===== config.mk =====
export PLATFORM = sky130hd
export DESIGN_NAME = mcsa_top
export DESIGN_NICKNAME = d
export VERILOG_FILES = /design/src/rtl/mcsa_pkg.sv /design/src/rtl/mcsa_cell.sv /design/src/rtl/mcsa_grid.sv /design/src/rtl/mcsa_resolve.sv /design/src/rtl/mcsa_top.sv
export SDC_FILE = /design/constraint.sdc
export NUM_CORES = 1
export LEC_CHECK = 0
export BUFFER_PORTS_ARGS = -buffer_cell sky130_fd_sc_hd__buf_2
export CAP_MARGIN = 10
export CORE_MARGIN = 2
export CORE_UTILIZATION = 50
export DETAILED_ROUTE_END_ITERATION = 8
export GPL_TIMING_DRIVEN = 0
export PLACE_DENSITY = 0.71
export SLEW_MARGIN = 40
export SYNTH_ARGS = -nofsm -noshare
export SYNTH_HDL_FRONTEND = slang
export SYNTH_SLANG_ARGS = --single-unit

===== constraint.sdc =====
create_clock -name clk -period 1.07 [get_ports clk]
set_input_delay 0.107 -clock clk [delete_from_list [all_inputs] [get_ports clk]]
set_output_delay 0.107 -clock clk [all_outputs]
set_load 0.03 [all_outputs]

===== src/rtl/mcsa_pkg.sv =====
package mcsa_pkg;

    typedef enum logic [1:0] {
        MODE_MUL = 2'b00,
        MODE_ADD = 2'b01,
        MODE_SUB = 2'b10,
        MODE_RSV = 2'b11
    } mcsa_mode_e;

endpackage


===== src/rtl/mcsa_cell.sv =====
module mcsa_cell
    import mcsa_pkg::*;
(
    input  mcsa_mode_e mode,
    input  logic       mcand_bit,
    input  logic       mplier_bit,
    input  logic       op_bit,
    input  logic       vert_in,
    input  logic       diag_in,
    output logic       vert_out,
    output logic       diag_out
);

    logic term;
    logic fa_s;
    logic fa_c;

    // Third addend depends on the mode; the other two come over fixed links.
    always_comb begin
        unique case (mode)
            MODE_MUL: term = mcand_bit & mplier_bit;
            MODE_ADD: term = op_bit;
            MODE_SUB: term = ~op_bit;
            default:  term = 1'b0;
        endcase
    end

    assign fa_s = term ^ vert_in ^ diag_in;
    assign fa_c = (term & vert_in) | (term & diag_in) | (vert_in & diag_in);

    // Port permutation: in multiply mode the carry travels straight down and
    // the sum travels diagonally; in the chained modes it is the other way.
    assign vert_out = (mode == MODE_MUL) ? fa_c : fa_s;
    assign diag_out = (mode == MODE_MUL) ? fa_s : fa_c;

endmodule


===== src/rtl/mcsa_grid.sv =====
module mcsa_grid
    import mcsa_pkg::*;
#(
    parameter int N = 8
) (
    input  mcsa_mode_e       mode,
    input  logic [N-1:0]     mcand,
    input  logic [N*N-1:0]   rows,
    output logic [N-1:0]     last_vert,
    output logic [N-1:0]     last_diag,
    output logic [N-2:0]     edge_diag
);

    logic vert_w [N][N];
    logic diag_w [N][N];

    for (genvar i = 0; i < N; i++) begin : g_row
        for (genvar j = 0; j < N; j++) begin : g_col
            logic v_in;
            logic d_in;

            if (i == 0) begin : g_top
                assign v_in = 1'b0;
                assign d_in = 1'b0;
            end else begin : g_inner
                assign v_in = vert_w[i-1][j];
                if (j == 0) begin : g_left
                    assign d_in = 1'b0;
                end else begin : g_body
                    assign d_in = diag_w[i-1][j-1];
                end
            end

            // Multiplicand mirrored: column j sees bit N-1-j.
            mcsa_cell u_cell (
                .mode       (mode),
                .mcand_bit  (mcand[N-1-j]),
                .mplier_bit (rows[i]),
                .op_bit     (rows[i*N+j]),
                .vert_in    (v_in),
                .diag_in    (d_in),
                .vert_out   (vert_w[i][j]),
                .diag_out   (diag_w[i][j])
            );
        end
    end

    for (genvar j = 0; j < N; j++) begin : g_last
        assign last_vert[j] = vert_w[N-1][j];
        assign last_diag[j] = diag_w[N-1][j];
    end

    for (genvar i = 0; i < N-1; i++) begin : g_edge
        assign edge_diag[i] = diag_w[i][N-1];
    end

endmodule


===== src/rtl/mcsa_resolve.sv =====
module mcsa_resolve
    import mcsa_pkg::*;
#(
    parameter int N = 8
) (
    input  mcsa_mode_e       mode,
    input  logic [N-1:0]     mcand,
    input  logic [N-1:0]     last_vert,
    input  logic [N-1:0]     last_diag,
    input  logic [N-2:0]     edge_diag,
    output logic [2*N-1:0]   result
);

    localparam int RW = 2*N;
    localparam logic [RW-1:0] ROWS_W  = RW'(N);
    localparam logic [RW-1:0] SUB_FIX = ROWS_W - (ROWS_W << N);

    logic [RW-1:0] sum_v;
    logic [RW-1:0] car_v;
    logic [RW-1:0] extra;
    logic [RW-1:0] edge_cnt;

    always_comb begin
        sum_v    = '0;
        car_v    = '0;
        extra    = '0;
        edge_cnt = '0;
        for (int k = 0; k < N-1; k++) begin
            edge_cnt = edge_cnt + RW'(edge_diag[k]);
        end
        unique case (mode)
            MODE_MUL: begin
                // Mirrored column j of the last row sits at weight 2N-2-j.
                for (int j = 0; j < N; j++) begin
                    sum_v[2*N-2-j] = last_diag[j];
                    car_v[2*N-1-j] = last_vert[j];
                end
                // Low product bits leave the right edge one per row.
                for (int k = 0; k < N-1; k++) begin
                    sum_v[k] = edge_diag[k];
                end
            end
            MODE_ADD, MODE_SUB: begin
                for (int j = 0; j < N; j++) begin
                    sum_v[j]   = last_vert[j];
                    car_v[j+1] = last_diag[j];
                end
                // Carries that left the right edge all weigh 2^N.
                extra = (edge_cnt << N) + RW'(mcand)
                      + ((mode == MODE_SUB) ? SUB_FIX : '0);
            end
            default: begin
            end
        endcase
        result = (mode == MODE_RSV) ? '0 : (sum_v + car_v + extra);
    end

endmodule


===== src/rtl/mcsa_top.sv =====
module mcsa_top
    import mcsa_pkg::*;
#(
    parameter int N       = 8,
    parameter bit OUT_REG = 1'b1
) (
    input  logic             clk,
    input  logic             rst_n,
    input  logic             in_valid,
    input  logic [1:0]       mode,
    input  logic [N-1:0]     mcand,
    input  logic [N*N-1:0]   rows,
    output logic [2*N-1:0]   result,
    output logic             out_valid
);

    localparam int RW = 2*N;

    mcsa_mode_e    mode_e;
    logic [N-1:0]  last_vert;
    logic [N-1:0]  last_diag;
    logic [N-2:0]  edge_diag;
    logic [RW-1:0] comb_result;

    assign mode_e = mcsa_mode_e'(mode);

    mcsa_grid #(.N(N)) u_grid (
        .mode      (mode_e),
        .mcand     (mcand),
        .rows      (rows),
        .last_vert (last_vert),
        .last_diag (last_diag),
        .edge_diag (edge_diag)
    );

    mcsa_resolve #(.N(N)) u_resolve (
        .mode      (mode_e),
        .mcand     (mcand),
        .last_vert (last_vert),
        .last_diag (last_diag),
        .edge_diag (edge_diag),
        .result    (comb_result)
    );

    if (OUT_REG) begin : g_reg
        always_ff @(posedge clk or negedge rst_n) begin
            if (!rst_n) begin
                result    <= '0;
                out_valid <= 1'b0;
            end else begin
                out_valid <= in_valid;
                if (in_valid) begin
                    result <= comb_result;
                end
            end
        end

        a_r6_valid_follows: assert property (@(posedge clk) disable iff (!rst_n)
            in_valid |=> out_valid);
        a_r6_no_spurious: assert property (@(posedge clk) disable iff (!rst_n)
            !in_valid |=> !out_valid);
        a_r9_hold_idle: assert property (@(posedge clk) disable iff (!rst_n)
            !in_valid |=> $stable(result));
        a_r5_reserved_zero: assert property (@(posedge clk) disable iff (!rst_n)
            (in_valid && mode == 2'b11) |=> (result == '0));
        a_r1_zero_factor: assert property (@(posedge clk) disable iff (!rst_n)
            (in_valid && mode == 2'b00 && (mcand == '0 || rows[N-1:0] == '0))
            |=> (result == '0));
        a_r3_no_wrap: assert property (@(posedge clk) disable iff (!rst_n)
            (in_valid && mode == 2'b01) |=> (result >= {{N{1'b0}}, $past(mcand)}));
    end else begin : g_pass
        assign result    = comb_result;
        assign out_valid = in_valid;
    end

endmodule


Yosys cells after proc, flatten, opt, wreduce, memory -nomap -nowiden
Cells that the tools add are included.
{"block": "word_totals", "latch_bits": 0, "input_bits": 77, "mem_bits_rw": 0, "mem_bits_ro": 0, "elab_cells": 702, "n_memories": 0, "ff_bits": 17, "output_inout_bits": 17}
{"block": "classes", "n_mux": 200, "shift": 0, "div": 0, "magnitude_cmp": 0, "n_bitwise": 485, "n_addsub": 10, "n_eq_ne": 3, "reduce_logical": 2, "n_mul": 0}
{"cell": "1-bit bitwise AND", "count": 218}
{"cell": "1-bit case mux with 3 select lines", "count": 64}
{"cell": "1-bit 2-to-1 mux", "count": 128}
{"cell": "1-bit bitwise XOR", "count": 105}
{"cell": "1-bit OR", "count": 98}
{"cell": "1-bit inverter", "count": 64}
{"cell": "16-bit 2-to-1 mux", "count": 3}
{"cell": "8-bit by 1-bit adder with 8-bit output", "count": 5}
{"cell": "16-bit adder", "count": 2}
{"cell": "7-bit 2-to-1 mux", "count": 3}
{"cell": "15-bit by 16-bit adder with 16-bit output", "count": 1}
{"cell": "16-bit by 8-bit adder with 16-bit output", "count": 1}
{"cell": "8-bit case mux with 2 select lines", "count": 1}
{"cell": "2-bit == test (second input constant)", "count": 2}
{"cell": "1-bit by 1-bit adder with 2-bit output", "count": 1}
{"cell": "2-bit by 1-bit == test with 1-bit output (second input constant)", "count": 1}
{"cell": "2-bit logical NOT", "count": 1}
{"cell": "1-bit case mux with 2 select lines", "count": 1}
{"cell": "2-bit OR reduction", "count": 1}

Logic depth before layout (Yosys ltp)
{"block": "depth", "ltp_word": 35, "depth_mapped": 42}

By module
A second synthesis with hierarchy kept.
{"block": "hier_totals", "cells_unflattened": 927, "hier_area_um2": 7453.4}
{"mod": "mcsa_cell", "n_inst": 64, "cells_each": 10, "area_each_um2": 77.6}
{"mod": "mcsa_resolve", "n_inst": 1, "cells_each": 251, "area_each_um2": 1810.5}
{"mod": "mcsa_top", "n_inst": 1, "cells_each": 35, "area_each_um2": 674.4}
{"mod": "mcsa_grid", "n_inst": 1, "cells_each": 1, "area_each_um2": 3.8}

Worst setup path after synthesis
OpenSTA, ideal clock, no wires.
{"block": "synth_path", "path_type": "input to register", "from": "in mode[0]", "to": "reg result[15]", "path_slack_ps": -9687, "setup_ps": 90, "stages": 38, "arrival_time_ps": 10666, "path_cell_list": "inv_1 ha_1 clkbuf_1 buf_1 buf_1 nand3_1 a21o_1 fa_1 mux2i_1 fa_1 mux2_2 fa_1 mux2_2 fa_1 mux2_2 fa_1 mux2_2 fa_1 (+2 left out) inv_1 fa_1 inv_1 ha_1 fa_1 xor2_1 and3_1 a31oi_1 xnor2_1 nand2_1 fa_1 inv_1 ha_1 or3_1 or3_1 o21ba_2 or4_1 o221ai_1"}
{"block": "synth_between", "elab_chain_len": 35, "elab_cells_between_ends": 572, "classes_between": "10 x add/sub; 3 x eq/ne; 200 x mux; 357 x bitwise; 2 x reduce/logical"}
{"element": "start: declaration", "line_no": "mcsa_top.sv:10", "text": "input logic [1:0] mode,"}
{"element": "branches (longest 34 deep; another with 8-bit by 1-bit adder with 8-bit output)"}
{"element": "16-bit 2-to-1 mux *", "line_no": "mcsa_resolve.sv:55", "text": "result = (mode == MODE_RSV) ? '0 : (sum_v + car_v + extra);"}
{"element": "end signal: assignment", "line_no": "mcsa_top.sv:53", "text": "result <= comb_result;"}
{"element": "end: declaration", "line_no": "mcsa_top.sv:13", "text": "output logic [2*N-1:0] result,"}
Mark *: on every way between the ends.
A chain may end at the register's enable or synchronous reset.

Worst setup path after layout
Ends and elaborated chain as after synthesis.

==> metrics <==
utilization after layout between 60 and 70%; final critical delay including setup and external delays approximately 10 ns; area of the die roughly 13000 um2; mean number of vias per cell a little under 6; total setup violations reported at the end of the flow 16; result of the run finished, violations left; number of nets still failing antenna checks after routing 0; CTS Buffer Depth 2; Critical Path Source Type primary input; startpoint-to-endpoint class of the critical path primary input to flip-flop; via count of the first global-routing pass around 6.2k; count of inserted antenna diode cells 0; number of antenna violations at the first check in global routing 0; cell area power density ~2500 nW/um2; Final Slew Violations 0; placer congestion estimate around 1.0; all-layer global routing usage 31.8%; Max FO, Critical Path 6; worst-case register-to-register setup slack approximately 0.24 ns; half-perimeter wire length of the detailed placement result about 16000 um; number of enable flip-flop cells after synthesis 0; top library cells by usage in the layout, fill and taps aside nand2_1 (98), buf_2 (85), mux2i_1 (73); buffer type at the clock tree root clkbuf_16; violated checks setup timing; worst stage delay on the critical path approximately 0.57 ns; CP max-delay cell fa_2; data arrival time of the critical path 10.32 ns; final instance area approximately 8400 um2; synthesis-to-layout area growth 33.5%; worst slew margin relative to its limit 48.2%; fin worst setup slack -9.08 ns; Worst-path clk slew roughly 0.05 ns; syn avg cell area around 8.5 um2; Iteration-0 DRC Markers slightly below 500; total overflow reported by the global router 0; TritonCTS clock tree yes; floorplan die height roughly 120 um; first-pass GRT wire length 32900 um; reported leakage power approximately 0.0038 uW; largest net degree at the start of global routing 18; post-synthesis cell count around 740; final worst clock skew 0 ns; effective utilization at floorplan about half; drc violations 0; syn nets approximately 920; H-tree lvl count 1; num ports 94; category of the worst setup path capture point flip-flop; die outline width 116 um; routed length per instance just over 20 um; highest achievable clock rate 98.6 MHz; detailed-route via count slightly above 6k; most common flop cell mapped by yosys dfrtp_1; fill cell total of the finished layout 991; netlist area before placement ~6300 um2; Most common cell on crit path fa_1; flops & latches, synth 17; Cell Rows 40; detailed-router iteration count before antenna repair 5; Yosys warnings 0; total length of routed wires 21400 um; required time at the worst-slack endpoint about 1.2 ns; post-route fraction of the period consumed by the critical path 948%; proportion of synthesized chip area in sequential cells slightly below 7%; Final #Nets around 1.0k; TritonCTS buffer count 3; clock latency on the worst-skew pair about 0.25 ns; fraction of final layout cells with drive strength greater than 1 40.1%; total core area roughly 12000 um2; transition time at the pin with the least slew margin around 0.8 ns; share of flip-flops with an asynchronous set or reset after synthesis 100%; number of buffers inserted by port buffering just under 90; number of endpoints with negative hold slack in the final report 0; cell area after placement roughly 7500 um2; commonest non-fill, non-tap cell in the layout nand2_1; number of maximum-capacitance violations 0; setup repair after global routing missed its margin yes; clock sinks 17; class of the most critical hold timing path primary input to flip-flop; count of distinct cell types in the synthesized netlist 52; worst ir drop on vdd 1.80 mV
[cells in the mapped netlist (all sizes together), types with 2 or more instances]
library cell | instances | area share (%)
or3 | 4 | 0.40
mux2i | 83 | 13
o32ai | 2 | 0.28
o31ai | 3 | 0.36
nand3 | 31 | 2.7
o21ai | 20 | 1.6
o2bb2ai | 6 | 0.84
nor3 | 2 | 0.16
nand3b | 3 | 0.36
nor2 | 13 | 0.78
a31oi | 3 | 0.30
nand2 | 107 | 6.4
a22oi | 3 | 0.36
inv | 46 | 2.7
and3b | 2 | 0.28
nand2b | 10 | 1.0
xor2 | 11 | 1.5
o41ai | 2 | 0.58
fa | 67 | 21
a21o | 12 | 1.4
a21oi | 68 | 5.4
and3 | 3 | 0.30
xnor2 | 8 | 1.1
buf | 19 | 1.3
dfrtp | 17 | 6.8
mux2 | 84 | 15
ha | 35 | 7.0
nor2b | 3 | 0.30
and2 | 11 | 1.1
clkbuf | 44 | 2.6
o221ai | 2 | 0.28
or2 | 4 | 0.40
[flip-flops by register name, summed over array words and instances (netlist names)]
name and cells:
out_valid 1, result 16
[report_power, final]
part           switching (uW)  internal [uW]  leakage, uW  total (uW)
logic                    9910           9380      0.00352       19300
clock network             262            507    0.0000382         769
registers                 104            880     0.000220         984
[per-layer routing]
layer	up-vias	wire length [um]	track usage, %	part of all wire [%]
met5	-	0	0	0
met3	34	1670	5.45	7.8
met2	253	9620	49.2	45
met1	3017	9590	46.1	45
li1	2804	-	-	-
met4	0	478	9.21	2.2
[worst max-delay path, delay by kind of cell]
family	cells	cell delay (ns)
fa+ha+maj	13	5.38
mux	6	1.66
simple gates	7	1.48
xor+xnor	1	0.24
buf+inv	7	0.61
compound gates	4	0.85
[through the flow]
step | hold WS (ns) | power (uW) | setup WS, ns | TNS [ns] | instances
3_5_place_dp | 0.0542 | 17600 | -9.83 | -126.52 | 997
5_1_grt | 0.00701 | 23100 | -9.36 | -123.09 | 1031
6_report | 0.00432 | 21000 | -9.08 | -119.05 | 1031
2_1_floorplan | -0.189 | 14100 | -8.83 | -110.68 | 742
4_1_cts | 0.00365 | 20000 | -9.00 | -119.83 | 1026
3_3_place_gp | 0.0428 | 17400 | -9.93 | -128.01 | 997
[path summary, 6_finish.rpt]
check,startpoint,to,cells after the start
max in group asynchronous,rst_n,result[14],2
min,in_valid,out_valid,1
max reg2reg,result[9],result[9],1
min in group asynchronous,rst_n,result[5],2
min reg2reg,result[8],result[8],2
max,mode[0],result[15],38
[final cells by class]
type / instances / area, um2 / share of cell area (%)
well taps: 168 / 210 / 2.51
flip-flops and latches: 17 / 425 / 5.07
multi-input cells: 615 / 6200 / 74.0
plain buffers: 62 / 519 / 6.19
clock buffers: 4 / 78.8 / 0.940
repair buffers: 118 / 741 / 8.83
inverters: 47 / 210 / 2.51
[logic make-up (layout without fill, tap and decap cells)]
family          after synthesis  count (layout)  share of synthesized area (%)
mux                         167             167                           28.3
simple gates                196             196                           14.5
fa+ha+maj                   102             102                           28.3
buf+inv                     110             231                           6.73
compound gates              131             131                           12.8
xor+xnor                     19              19                           2.65
flops                        17              17                           6.77
[timing repair]
| action | 4_1_cts | 5_1_grt |
|---|---|---|
| setup buffers | 24 | 5 |
| pin swaps | 46 | 43 |
| gates cloned | 1 | 0 |
| hold buffers | 1 | 0 |
| setup endpoints to repair | 16 | 16 |
| resized for setup | 72 | 51 |
| hold endpoints to repair | 17 | 0 |
Note: power is estimated with default switching activity, not from simulation.
